<file path="src/rtl/gri_pkg.sv">
package gri_pkg;

  typedef enum logic [1:0] {
    MODE_NONE     = 2'd0,
    MODE_STROBE   = 2'd1,
    MODE_SIDEBAND = 2'd2,
    MODE_RSVD     = 2'd3
  } reqMode_e;

  // Strobes from control to datapath, valid for the current cycle
  typedef struct packed {
    logic pushReq;     // write one entry into the queue
    logic pushFromSb;  // the entry comes from the sideband assembler
    logic sbLoad;      // store the sideband byte into the assembler
    logic popReq;      // drop the head entry
  } dpCtl_t;

endpackage

</file>
<file path="src/rtl/gri_ctrl.sv">
module gri_ctrl
  import gri_pkg::*;
#(
  parameter int BYTES = 4,
  parameter int IDXW  = 2
) (
  input  logic            clk,
  input  logic            rstN,
  input  logic            cfgWrEn,
  input  logic [1:0]      cfgMode,
  input  logic            cfgLowSwing,
  input  logic            pipeN,
  input  logic            sbValid,
  input  logic            popEn,
  input  logic            fifoFull,
  input  logic            fifoEmpty,
  output dpCtl_t          dpCtl,
  output logic [IDXW-1:0] byteIdx,
  output logic [1:0]      activeMode,
  output logic            modeLocked,
  output logic            protoErr,
  output logic            overflow,
  output logic            cfgErr
);

  localparam logic [IDXW-1:0] LAST_IDX = IDXW'(BYTES - 1);

  reqMode_e        modeQ;
  logic            lockedQ;
  logic [IDXW-1:0] byteIdxQ;
  logic            protoErrQ, overflowQ, cfgErrQ;

  logic strobeHit, sbHit, sbLast, wantPush, cfgOk, misuse;
  reqMode_e cfgReq;

  always_comb begin
    cfgReq    = reqMode_e'(cfgMode);
    strobeHit = !pipeN && (modeQ == MODE_STROBE);
    sbHit     = sbValid && (modeQ == MODE_SIDEBAND);
    sbLast    = sbHit && (byteIdxQ == LAST_IDX);
    wantPush  = strobeHit || sbLast;
    cfgOk     = !lockedQ &&
                ((cfgReq == MODE_SIDEBAND) ||
                 ((cfgReq == MODE_STROBE) && !cfgLowSwing));
    misuse    = (!pipeN && (modeQ != MODE_STROBE)) ||
                (sbValid && (modeQ != MODE_SIDEBAND));

    dpCtl.pushReq    = wantPush && !fifoFull;
    dpCtl.pushFromSb = sbLast;
    dpCtl.sbLoad     = sbHit;
    dpCtl.popReq     = popEn && !fifoEmpty;
  end

  always_ff @(posedge clk or negedge rstN) begin
    if (!rstN) begin
      modeQ     <= MODE_NONE;
      lockedQ   <= 1'b0;
      byteIdxQ  <= '0;
      protoErrQ <= 1'b0;
      overflowQ <= 1'b0;
      cfgErrQ   <= 1'b0;
    end else begin
      if (cfgWrEn) begin
        if (cfgOk) begin
          modeQ   <= cfgReq;
          lockedQ <= 1'b1;
        end else begin
          cfgErrQ <= 1'b1;
        end
      end
      if (misuse)               protoErrQ <= 1'b1;
      if (wantPush && fifoFull) overflowQ <= 1'b1;
      if (sbHit) byteIdxQ <= sbLast ? '0 : byteIdxQ + 1'b1;
    end
  end

  assign byteIdx    = byteIdxQ;
  assign activeMode = modeQ;
  assign modeLocked = lockedQ;
  assign protoErr   = protoErrQ;
  assign overflow   = overflowQ;
  assign cfgErr     = cfgErrQ;

endmodule

</file>
<file path="src/rtl/gri_datapath.sv">
module gri_datapath
  import gri_pkg::*;
#(
  parameter int ADDR_W = 32,
  parameter int DEPTH  = 8,
  parameter int IDXW   = 2
) (
  input  logic              clk,
  input  logic              rstN,
  input  dpCtl_t            dpCtl,
  input  logic [IDXW-1:0]   byteIdx,
  input  logic [ADDR_W-1:0] addrBus,
  input  logic [7:0]        sbData,
  output logic [ADDR_W-1:0] popData,
  output logic              fifoFull,
  output logic              fifoEmpty
);

  localparam int PTRW = (DEPTH > 1) ? $clog2(DEPTH) : 1;
  localparam int CNTW = $clog2(DEPTH + 1);
  localparam logic [PTRW-1:0] PTR_LAST = PTRW'(DEPTH - 1);
  localparam logic [CNTW-1:0] CNT_FULL = CNTW'(DEPTH);

  logic [ADDR_W-1:0] store [DEPTH];
  logic [ADDR_W-1:0] sbAsm, sbWord, pushData;
  logic [PTRW-1:0]   wrPtr, rdPtr;
  logic [CNTW-1:0]   count;

  function automatic logic [PTRW-1:0] ptrNext(input logic [PTRW-1:0] p);
    return (p == PTR_LAST) ? '0 : p + 1'b1;
  endfunction

  // Last byte joins the partial word in the same cycle
  always_comb begin
    sbWord = sbAsm;
    sbWord[int'(byteIdx) * 8 +: 8] = sbData;
    pushData = dpCtl.pushFromSb ? sbWord : addrBus;
  end

  always_ff @(posedge clk or negedge rstN) begin
    if (!rstN)             sbAsm <= '0;
    else if (dpCtl.sbLoad) sbAsm[int'(byteIdx) * 8 +: 8] <= sbData;
  end

  for (genvar e = 0; e < DEPTH; e++) begin : g_entry
    always_ff @(posedge clk or negedge rstN) begin
      if (!rstN)
        store[e] <= '0;
      else if (dpCtl.pushReq && (wrPtr == PTRW'(e)))
        store[e] <= pushData;
    end
  end

  always_ff @(posedge clk or negedge rstN) begin
    if (!rstN) begin
      wrPtr <= '0;
      rdPtr <= '0;
      count <= '0;
    end else begin
      if (dpCtl.pushReq) wrPtr <= ptrNext(wrPtr);
      if (dpCtl.popReq)  rdPtr <= ptrNext(rdPtr);
      case ({dpCtl.pushReq, dpCtl.popReq})
        2'b10:   count <= count + 1'b1;
        2'b01:   count <= count - 1'b1;
        default: count <= count;
      endcase
    end
  end

  assign popData   = store[rdPtr];
  assign fifoFull  = (count == CNT_FULL);
  assign fifoEmpty = (count == '0);

endmodule

</file>
<file path="src/rtl/gfx_req_intake.sv">
module gfx_req_intake
  import gri_pkg::*;
#(
  parameter int ADDR_W     = 32,
  parameter int FIFO_DEPTH = 8
) (
  input  logic              clk,
  input  logic              rstN,
  input  logic              cfgWrEn,
  input  logic [1:0]        cfgMode,
  input  logic              cfgLowSwing,
  input  logic              pipeN,
  input  logic [ADDR_W-1:0] addrBus,
  input  logic              sbValid,
  input  logic [7:0]        sbData,
  input  logic              popEn,
  output logic [ADDR_W-1:0] popData,
  output logic              fifoEmpty,
  output logic              fifoFull,
  output logic [1:0]        activeMode,
  output logic              modeLocked,
  output logic              protoErr,
  output logic              overflow,
  output logic              cfgErr
);

  localparam int BYTES = ADDR_W / 8;
  localparam int IDXW  = (BYTES > 1) ? $clog2(BYTES) : 1;

  dpCtl_t          dpCtl;
  logic [IDXW-1:0] byteIdx;

  gri_ctrl #(.BYTES(BYTES), .IDXW(IDXW)) i_ctrl (
    .clk         (clk),
    .rstN        (rstN),
    .cfgWrEn     (cfgWrEn),
    .cfgMode     (cfgMode),
    .cfgLowSwing (cfgLowSwing),
    .pipeN       (pipeN),
    .sbValid     (sbValid),
    .popEn       (popEn),
    .fifoFull    (fifoFull),
    .fifoEmpty   (fifoEmpty),
    .dpCtl       (dpCtl),
    .byteIdx     (byteIdx),
    .activeMode  (activeMode),
    .modeLocked  (modeLocked),
    .protoErr    (protoErr),
    .overflow    (overflow),
    .cfgErr      (cfgErr)
  );

  gri_datapath #(.ADDR_W(ADDR_W), .DEPTH(FIFO_DEPTH), .IDXW(IDXW)) i_dp (
    .clk       (clk),
    .rstN      (rstN),
    .dpCtl     (dpCtl),
    .byteIdx   (byteIdx),
    .addrBus   (addrBus),
    .sbData    (sbData),
    .popData   (popData),
    .fifoFull  (fifoFull),
    .fifoEmpty (fifoEmpty)
  );

endmodule

</file>
<file path="config.mk">
export PLATFORM = sky130hd
export DESIGN_NAME = gfx_req_intake
export DESIGN_NICKNAME = d
export VERILOG_FILES = /design/src/rtl/gri_pkg.sv /design/src/rtl/gri_ctrl.sv /design/src/rtl/gri_datapath.sv /design/src/rtl/gfx_req_intake.sv
export SDC_FILE = /design/constraint.sdc
export NUM_CORES = 1
export LEC_CHECK = 0
export BUFFER_PORTS_ARGS = -buffer_cell sky130_fd_sc_hd__buf_2
export CAP_MARGIN = 20
export CORE_ASPECT_RATIO = 0.75
export CORE_UTILIZATION = 50
export DETAILED_ROUTE_END_ITERATION = 12
export PLACE_DENSITY = 0.65
export SETUP_SLACK_MARGIN = 0.15
export SLEW_MARGIN = 10
export SYNTH_ARGS = -nofsm -noshare
export SYNTH_HDL_FRONTEND = slang
export SYNTH_SLANG_ARGS = --single-unit
</file>
<file path="constraint.sdc">
create_clock -name clk -period 3.8 [get_ports clk]
set_clock_uncertainty 0.05 [all_clocks]
set_input_delay 0.57 -clock clk [delete_from_list [all_inputs] [get_ports clk]]
set_output_delay 0.57 -clock clk [all_outputs]
set_load 0.05 [all_outputs]
</file>
==> results.py, run 1 <==
metrics = {
    "run_status": {
        "run_status": "complete, but fails checks",
        "failed_checks": "DRC",
    },
    "synthesis": {
        "ys_seq_elements": 298,
        "syn_area_per_cell_um2": 11.4,
        "async_reset_ff_share_pct": 100,
        "ys_seq_area_share_pct": 54.9,
        "synth_edf_count": 0,
        "syn_area_mm2": 0.0136,
        "ys_warn_count": 0,
        "synth.distinct_cells": 45,
        "syn_nets": 1257,
        "postSynthCellCount": 1191,
        "synth_top_flop_cell": "dfrtp_1",
    },
    "pwr": {
        "power_frac_clock_pct": 20.3,
        "p_comb_share_pct": 40.8,
        "power_density_mw_per_mm2": 920,
        "internal_power_mw": 8.48,
        "pwr-share-seq_pct": 38.8,
        "max-vdd-ir-drop_mv": 0.579,
        "p_sw_mw": 5.55,
        "power_leakage_nw": 6.96,
        "swShare_pct": 39.6,
    },
    "sta": {
        "setup_ws_ns": 0.479,
        "period_share_pct": 87.4,
        "fmax_mhz": 301,
        "post-route-min-period_ns": 3.32,
        "rsz0062_at_grt": "false",
        "hold_violations": 0,
        "timing.setup.tns_ns": 0,
        "relSlewSlack_pct": 30.4,
        "tightest_slew_ns": 1.04,
        "slew_violations": 0,
        "setup_viol_count_final": 0,
    },
    "placement": {
        "gp_routability_congestion": 0.830,
        "io_buffers": 88,
        "post-place-cells": 1562,
        "hpwl_um": 21400,
        "dpl_worst_slack_ns": 0.711,
        "post_dp_cell_area_mm2": 0.0143,
    },
    "detailed_routing": {
        "drt_iter0_drc": 593,
        "drtAntennaViolNets": 0,
        "vias": 9236,
        "route.detailed.drc": 8,
        "routed_wl_um": 32200,
        "viasPerCell": 5.73,
        "wl_per_cell_um": 20.0,
        "first_pass_iters": 9,
    },
    "worst_hold_path": {
        "hp-class": "input pin to async pin",
    },
    "global_route": {
        "first_global_vias": 9272,
        "grt_overflow": 0,
        "antenna_found_initial": 0,
        "grt_max_degree": 109,
        "grt_pass1_wl_um": 52500,
        "grtUsageTotal_pct": 24.6,
    },
    "layout": {
        "nFillCells": 2217,
        "diodes": 0,
        "fin_nets": 1315,
        "stdcell_area_mm2": 0.0153,
        "drive_gt1_share_pct": 22.4,
        "synthToLayoutAreaGrowth_pct": 12.2,
        "final_cells": 1612,
        "final_common_cell": "dfrtp_1",
        "layout_common_cells": "295 x dfrtp_1, 268 x nand2_1, 239 x o21ai_0",
        "final_core_util_pct": 57.9,
    },
    "worst_setup_path": {
        "crit_fanout": 25,
        "timing_worst_setup_path_type": "register to primary output",
        "path_buf_inv": 2,
        "critPathLaunchType": "register",
        "slowest_stage": "dfrtp_4",
        "cpLargestDelayFamily": "multiplexers",
        "path_cells": "buf_4, mux4_2, mux2_2, buf_2",
        "crit_path_end_kind": "primary output",
        "required_ns": 3.18,
        "cp.arrival_ns": 2.70,
        "max_stage_delay_ns": 0.76,
    },
    "floorplanning": {
        "die_w_um": 192,
        "core_mm2": 0.0264,
        "start_util_pct": 51.6,
        "fp-row-count": 51,
        "ios": 89,
        "die_area_mm2": 0.0279,
        "die_y_um": 145,
    },
    "clocking": {
        "cts_resized": 0,
        "clkLatencyLatePin_ns": 0.54,
        "clkSlewWorstSetupHoldPaths_ns": 0.06,
        "cts-root-buf": "clkbuf_16",
        "cts.sinks": 298,
        "cts_inserted_buffers": 29,
        "cts_tree": "done",
        "clk_path_buf_depth": 3,
        "post_cts_buffers": 0,
        "cts_hold_buffers": 0,
        "htreeDepth": 1,
    },
    "flow_run": {
        "cap_violations": 0,
    },
}
[area by class of cell]
type | count | area [µm²] | share of cell area, %
clock inverter | 15 | 161 | 1.06
clock buffer | 35 | 768 | 5.04
inverter | 17 | 63.8 | 0.418
sequential | 298 | 7460 | 48.9
tap | 344 | 430 | 2.82
multi-input combinational | 783 | 5590 | 36.6
timing repair buffer | 120 | 778 | 5.10
[logic make-up after synthesis]
group	after synthesis	share of synthesized area, %
AO/OA/AOI/OAI	363	16.4
buffers and inverters	110	4.21
AND/OR/NAND/NOR	301	9.22
multiplexers	100	13.6
adder cells (fa/ha/maj)	17	1.62
flip-flops	298	54.9
XOR/XNOR	2	0.129
[power groups by stage]
| stage | clock [mW] | sequential, mW | combinational, mW |
|---|---|---|---|
| floorplan | 0 | 5.04 | 4.78 |
| global placement | 0 | 5.45 | 5.66 |
| detailed placement | 0 | 5.50 | 5.78 |
| CTS | 2.91 | 5.46 | 5.80 |
| global route | 3.03 | 5.64 | 6.28 |
| finish | 2.85 | 5.45 | 5.73 |
[per-layer routing]
metal  GRT usage [%]  vias to the layer above  routed length (µm)
met2            36.4                      227               13900
met1            37.9                     4607               16100
met3            4.68                       32                1850
li1                -                     4370                   -
met5               0                        -                   0
met4            4.72                        0                 400
[stage by stage]
stage | hold WS (ns) | total power [mW]
6_report | 0.0402 | 14.0
3_5_place_dp | 0.397 | 11.3
2_1_floorplan | 0.224 | 9.82
4_1_cts | 0.0788 | 14.2
5_1_grt | 0.117 | 15.0
3_3_place_gp | 0.398 | 11.1
[registers in the layout, summed over array words and instances (netlist names)]
name and count:
i_ctrl.overflow 1, i_dp.wrPtr 3, i_dp.rdPtr 3, i_ctrl.modeLocked 1, i_ctrl.activeMode 2, i_dp.store 256
i_dp.count 4, i_ctrl.cfgErr 1, i_dp.sbAsm 24, i_ctrl.protoErr 1, i_ctrl.byteIdx 2
[path summary, 6_finish.rpt]
check / from / end / slack (ns) / depth (start not counted)
setup / recovery: i_dp.rdPtr[0] / popData[12] / 0.48 / 4
hold / removal: rstN / i_dp.store[234] / 0.04 / 1
hold reg to reg: i_ctrl.protoErr / i_ctrl.protoErr / 0.42 / 1
min in group clk: cfgMode[0] / i_ctrl.activeMode[1] / 0.21 / 2
setup reg to reg: i_ctrl.byteIdx[0] / i_dp.count[3] / 0.69 / 8
max in group asynchronous: rstN / i_dp.sbAsm[15] / 2.80 / 2
[Yosys cell counts (2+ instances only)]
master | count | area share, %
dfrtp_1 | 298 | 55
nand2_1 | 268 | 7.4
o21ai_0 | 239 | 8.8
mux4_2 | 64 | 11
o21ai_1 | 51 | 1.9
mux2_2 | 35 | 2.9
a22o_1 | 25 | 1.6
a221o_1 | 24 | 1.8
buf_4 | 24 | 1.3
clkbuf_1 | 22 | 0.61
buf_2 | 19 | 0.70
clkbuf_2 | 18 | 0.66
inv_1 | 17 | 0.47
ha_1 | 16 | 1.5
a22oi_1 | 7 | 0.39
buf_1 | 7 | 0.19
nand2b_1 | 7 | 0.32
o2111ai_4 | 5 | 0.97
and3_1 | 3 | 0.14
buf_6 | 3 | 0.25
nor2_1 | 3 | 0.083
nor3_1 | 3 | 0.11
a21o_1 | 2 | 0.11
a21oi_1 | 2 | 0.074
a22oi_2 | 2 | 0.18
and4b_1 | 2 | 0.15
nor2b_1 | 2 | 0.092
nor3b_1 | 2 | 0.11
nor4_1 | 2 | 0.092
nor4bb_1 | 2 | 0.15
o211ai_4 | 2 | 0.31
o21bai_1 | 2 | 0.11
No activity file was read; power rests on OpenSTA's default activity.
==> run 2: changes to the inputs <==
--- a/config.mk
+++ b/config.mk
@@ -7,7 +7,6 @@
 export LEC_CHECK = 0
 export BUFFER_PORTS_ARGS = -buffer_cell sky130_fd_sc_hd__buf_2
 export CAP_MARGIN = 20
-export CORE_ASPECT_RATIO = 0.75
 export CORE_UTILIZATION = 50
 export DETAILED_ROUTE_END_ITERATION = 12
 export PLACE_DENSITY = 0.65
==> run 2 against run 1 <==
The flow now finishes without violations. Hold slack better by 0.0014 ns. Final area rose by 0.81%. First-iteration DRC count is 4.7% lower. Global-route usage decreased by 0.52 points. Via count is 0.17% higher. Die area about the same. Combinational power rose by 0.9%. Final cell count fell by 0.62%. Critical path type unchanged.
==> results.py, run 2 (synthesis results as in run 1) <==
metrics = {
    "sta": {
        "relSlewSlack_pct": 29.5,
        "rsz0062_at_grt": "false",
        "timing.setup.tns_ns": 0,
        "tightest_slew_ns": 1.05,
        "fmax_mhz": 305,
        "slew_violations": 0,
        "hold_violations": 0,
        "period_share_pct": 86.2,
        "setup_viol_count_final": 0,
        "post-route-min-period_ns": 3.27,
    },
    "global_route": {
        "antenna_found_initial": 0,
        "grt_overflow": 0,
        "grt_pass1_wl_um": 52400,
        "grtUsageTotal_pct": 24.1,
        "first_global_vias": 9340,
        "grt_max_degree": 113,
    },
    "floorplanning": {
        "die_w_um": 167,
        "die_area_mm2": 0.0278,
        "ios": 89,
        "fp-row-count": 59,
        "die_y_um": 167,
        "start_util_pct": 51.6,
        "core_mm2": 0.0264,
    },
    "detailed_routing": {
        "viasPerCell": 5.78,
        "drtAntennaViolNets": 0,
        "route.detailed.drc": 0,
        "routed_wl_um": 31700,
        "vias": 9252,
        "wl_per_cell_um": 19.8,
        "first_pass_iters": 5,
        "drt_iter0_drc": 565,
    },
    "worst_setup_path": {
        "critPathLaunchType": "register",
        "path_cells": "buf_4, mux4_2, mux2_2, buf_2",
        "timing_worst_setup_path_type": "register to primary output",
        "required_ns": 3.18,
        "crit_fanout": 22,
        "max_stage_delay_ns": 0.72,
        "cpLargestDelayFamily": "multiplexers",
        "slowest_stage": "dfrtp_4",
        "crit_path_end_kind": "primary output",
        "path_buf_inv": 2,
        "cp.arrival_ns": 2.65,
    },
    "worst_hold_path": {
        "hp-class": "input pin to async pin",
    },
    "clocking": {
        "cts_inserted_buffers": 34,
        "cts_hold_buffers": 0,
        "clk_path_buf_depth": 3,
        "clkLatencyLatePin_ns": 0.51,
        "clkSlewWorstSetupHoldPaths_ns": 0.06,
        "post_cts_buffers": 0,
        "cts-root-buf": "clkbuf_16",
        "cts_resized": 0,
        "cts_tree": "done",
        "htreeDepth": 2,
        "cts.sinks": 298,
    },
    "layout": {
        "top_register": "i_dp.store",
        "largest_register_ffs": 256,
        "diodes": 0,
        "reg_top3": "i_dp.store (256), i_dp.sbAsm (24), i_dp.count (4)",
        "synthToLayoutAreaGrowth_pct": 13.1,
        "fin_nets": 1311,
        "drive_gt1_share_pct": 21.9,
        "final_common_cell": "dfrtp_1",
        "stdcell_area_mm2": 0.0154,
        "layout_common_cells": "295 x dfrtp_1, 268 x nand2_1, 239 x o21ai_0",
        "final_core_util_pct": 58.3,
    },
    "placement": {
        "post_dp_cell_area_mm2": 0.0143,
        "io_buffers": 88,
        "gp_routability_congestion": 0.798,
        "hpwl_um": 20200,
    },
    "pwr": {
        "power_leakage_nw": 7.02,
        "power_density_mw_per_mm2": 933,
        "finalPower_mw": 14.4,
        "max-vdd-ir-drop_mv": 0.628,
    },
    "flow_run": {
        "cap_violations": 0,
    },
    "run_status": {
        "run_status": "complete, no violations",
    },
}
-- run 2: worst paths after layout --
kind | end | slack [ns] | startpoint | cells after the start
max | popData[29] | 0.53 | i_dp.rdPtr[0] | 4
min | i_ctrl.cfgErr | 0.04 | rstN | 1
max reg2reg | i_dp.count[3] | 0.69 | i_ctrl.byteIdx[0] | 8
min reg2reg | i_ctrl.cfgErr | 0.41 | i_ctrl.cfgErr | 1
max in group asynchronous | i_dp.store[212] | 2.55 | rstN | 2
min in group clk | i_ctrl.activeMode[1] | 0.25 | cfgMode[0] | 2
-- run 2: cell type report --
type | count | area [µm²]
multi-input combinational | 783 | 5590
fill | 2226 | 11000
tap | 335 | 419
clock inverter | 7 | 88.8
inverter | 17 | 63.8
timing repair buffer | 111 | 748
sequential | 298 | 7460
clock buffer | 51 | 1010
-- run 2: routing by layer --
layer	vias up	part of all wire, %	global-route usage (%)	wire [µm]
li1	4358	-	-	-
met1	4652	45	34.5	14400
met2	206	48	39.0	15200
met3	36	5.2	3.83	1640
met4	0	1.4	4.87	429
met5	-	0	0	0
-- run 2: report_power, final --
part	internal [mW]	switching [mW]	leakage (nW)
sequential	4.51	0.871	3.78
combinational	2.34	3.44	2.70
clock	1.96	1.24	0.541
total	8.80	5.55	7.02
-- run 2: worst register-to-register path, delay by kind of cell (launching register included) --
family / cells / cell delay (ns)
AOI/OAI and AO/OA: 4 / 1.10
adders and majority gates: 3 / 0.95
DFF: 1 / 0.46
and+or+nand+nor: 1 / 0.43
-- run 2: stage by stage --
step | std cells | setup WS (ns) | hold slack, ns
floorplan | 1191 | 0.740 | 0.224
global placement | 1544 | 0.807 | 0.398
detailed placement | 1544 | 0.706 | 0.397
CTS | 1602 | 0.475 | 0.0769
global route | 1602 | 0.389 | 0.0868
finish | 1602 | 0.526 | 0.0415
==> run 3: changes to the inputs <==
--- a/config.mk
+++ b/config.mk
@@ -9,7 +9,7 @@
 export CAP_MARGIN = 20
 export CORE_UTILIZATION = 50
 export DETAILED_ROUTE_END_ITERATION = 12
-export PLACE_DENSITY = 0.65
+export PLACE_DENSITY = 0.67
 export SETUP_SLACK_MARGIN = 0.15
 export SLEW_MARGIN = 10
 export SYNTH_ARGS = -nofsm -noshare
==> constraint.sdc (replaced) <==
create_clock -name clk -period 2.65 [get_ports clk]
set_clock_uncertainty 0.05 [all_clocks]
set_input_delay 0.3975 -clock clk [delete_from_list [all_inputs] [get_ports clk]]
set_output_delay 0.3975 -clock clk [all_outputs]
set_load 0.05 [all_outputs]
==> run 3 against run 2 <==
The run now ends with setup timing left. Highest routed layer unchanged. Global-route usage rose by 1.0 points. Clock power increased by 50%. Sequential share of layout area down 3.1 points. Sequential power is 42% higher. Wire length grew 6.6%. Die area unchanged.
==> results.py, run 3 (synthesis results as in run 1) <==
metrics = {
    "sta": {
        "rsz0062_at_grt": "true",
        "period_share_pct": 107,
        "fmax_mhz": 354,
        "hold_violations": 0,
        "relSlewSlack_pct": 57.3,
        "holdWs_ns": 0.0458,
        "setup_viol_count_final": 32,
        "post-route-min-period_ns": 2.82,
        "slew_violations": 0,
        "tightest_slew_ns": 0.637,
        "setup_ws_ns": -0.174,
    },
    "worst_setup_path": {
        "timing_worst_setup_path_type": "register to primary output",
        "r2r_cells": 7,
        "crit_path_end_kind": "primary output",
        "r2r_start": "i_ctrl.byteIdx[0]",
        "required_ns": 2.20,
        "cp.arrival_ns": 2.38,
        "critPathLaunchType": "register",
        "crit_fanout": 5,
        "ff2ff_setup_slack_ns": 0.24,
        "r2r_end": "i_dp.store[182]",
    },
    "placement": {
        "post-place-cells": 1562,
        "gp_routability_congestion": 0.840,
        "hpwl_um": 20600,
        "io_buffers": 88,
    },
    "clocking": {
        "clkSlewWorstSetupHoldPaths_ns": 0.06,
        "cts.sinks": 298,
        "cts_tree": "done",
        "clk_path_buf_depth": 3,
        "htreeDepth": 1,
        "clkLatencyLatePin_ns": 0.57,
        "cts-root-buf": "clkbuf_16",
        "cts_inserted_buffers": 31,
    },
    "floorplanning": {
        "start_util_pct": 51.6,
        "core_mm2": 0.0264,
        "fp-row-count": 59,
        "die_y_um": 167,
        "die_area_mm2": 0.0278,
        "die_w_um": 167,
        "ios": 89,
    },
    "run_status": {
        "run_status": "complete, but fails checks",
        "failed_checks": "setup timing",
    },
    "detailed_routing": {
        "wl_per_cell_um": 20.6,
        "viasPerCell": 5.84,
        "first_pass_iters": 5,
        "drtAntennaViolNets": 0,
        "drt_iter0_drc": 627,
        "route.detailed.drc": 0,
        "routed_wl_um": 33800,
        "vias": 9589,
    },
    "layout": {
        "top_register": "i_dp.store",
        "nFillCells": 2054,
        "synthToLayoutAreaGrowth_pct": 20.9,
        "fin_nets": 1347,
        "final_core_util_pct": 62.4,
        "final_cells": 1641,
        "regArea_mm2": 0.00747,
        "final_common_cell": "dfrtp_1",
        "largest_register_ffs": 256,
        "layout_common_cells": "292 x dfrtp_1, 268 x nand2_1, 234 x o21ai_0",
        "multi_input_area_mm2": 0.00574,
        "diodes": 0,
        "reg_top3": "i_dp.store (256), i_dp.sbAsm (24), i_dp.count (4)",
        "drive_gt1_share_pct": 26.4,
    },
    "global_route": {
        "grt_max_degree": 79,
        "antenna_found_initial": 0,
        "grtUsageTotal_pct": 25.1,
        "grt_overflow": 0,
        "first_global_vias": 9888,
        "grt_pass1_wl_um": 54500,
    },
    "worst_hold_path": {
        "hp-class": "input pin to register",
        "hold_end": "i_ctrl.modeLocked",
        "holdPathStages": 3,
        "hold_start": "cfgWrEn",
    },
    "pwr": {
        "power_density_mw_per_mm2": 1380,
        "max-vdd-ir-drop_mv": 0.766,
        "power_leakage_nw": 7.48,
    },
    "flow_run": {
        "cap_violations": 0,
    },
}
run 3: worst max path at each step:
stage / startpoint / end / slack (ns) / cells after the start
floorplan: i_dp.count[0] / i_dp.count[3] / 0.1 / 9
global placement: i_dp.rdPtr[0] / popData[30] / 0.26 / 4
detailed placement: i_dp.rdPtr[0] / popData[30] / 0.26 / 4
CTS: i_dp.rdPtr[0] / popData[23] / -0.15 / 6
global route: i_dp.rdPtr[0] / popData[25] / -0.20 / 6
finish: i_dp.rdPtr[0] / popData[25] / -0.17 / 6
run 3: per-layer routing:
layer	vias to the layer above	global-route usage (%)	wire, µm
met2	225	40.4	16200
met4	0	6.92	714
li1	4450	-	-
met3	60	3.54	1490
met5	-	0	0
met1	4854	35.8	15300
run 3: cell type report:
class / instances / share of cell area (%)
Tap cell: 335 / 2.55
Timing Repair Buffer: 150 / 9.72
Clock buffer: 36 / 5.08
Inverter: 17 / 0.388
Clock inverter: 22 / 1.87
Sequential cell: 298 / 45.5
Multi-Input combinational cell: 783 / 34.9
run 3: what timing repair did:
item	CTS	global route
endpoints found under the hold margin	62	0
resized for setup	94	24
cloned	4	2
buffers inserted	8	5
setup endpoints to repair	33	79
hold buffers	2	0
run 3: stage by stage:
| stage | instance area [µm²] | total power, mW | TNS, ns | setup slack [ns] |
|---|---|---|---|---|
| finish | 16400 | 22.8 | -2.07 | -0.174 |
| global route | 16400 | 24.0 | -3.76 | -0.204 |
| CTS | 16300 | 22.6 | -2.77 | -0.151 |
| detailed placement | 14600 | 16.4 | 0 | 0.259 |
| global placement | 14600 | 16.1 | 0 | 0.262 |
| floorplan | 13600 | 14.1 | 0 | 0.0957 |
run 3: critical path, cell delays in order (launching register included):
cell,delay [ns]
dfrtp_4,0.51
buf_6,0.15
buf_12,0.13
buf_16,0.13
mux4_2,0.43
mux2_4,0.31
buf_8,0.15
run 3: where the power goes:
group | switching (mW) | internal (mW) | leakage (nW)
Combinational | 5.46 | 4.86 | 3.14
Clock | 1.87 | 2.94 | 0.556
Sequential | 1.17 | 6.47 | 3.78
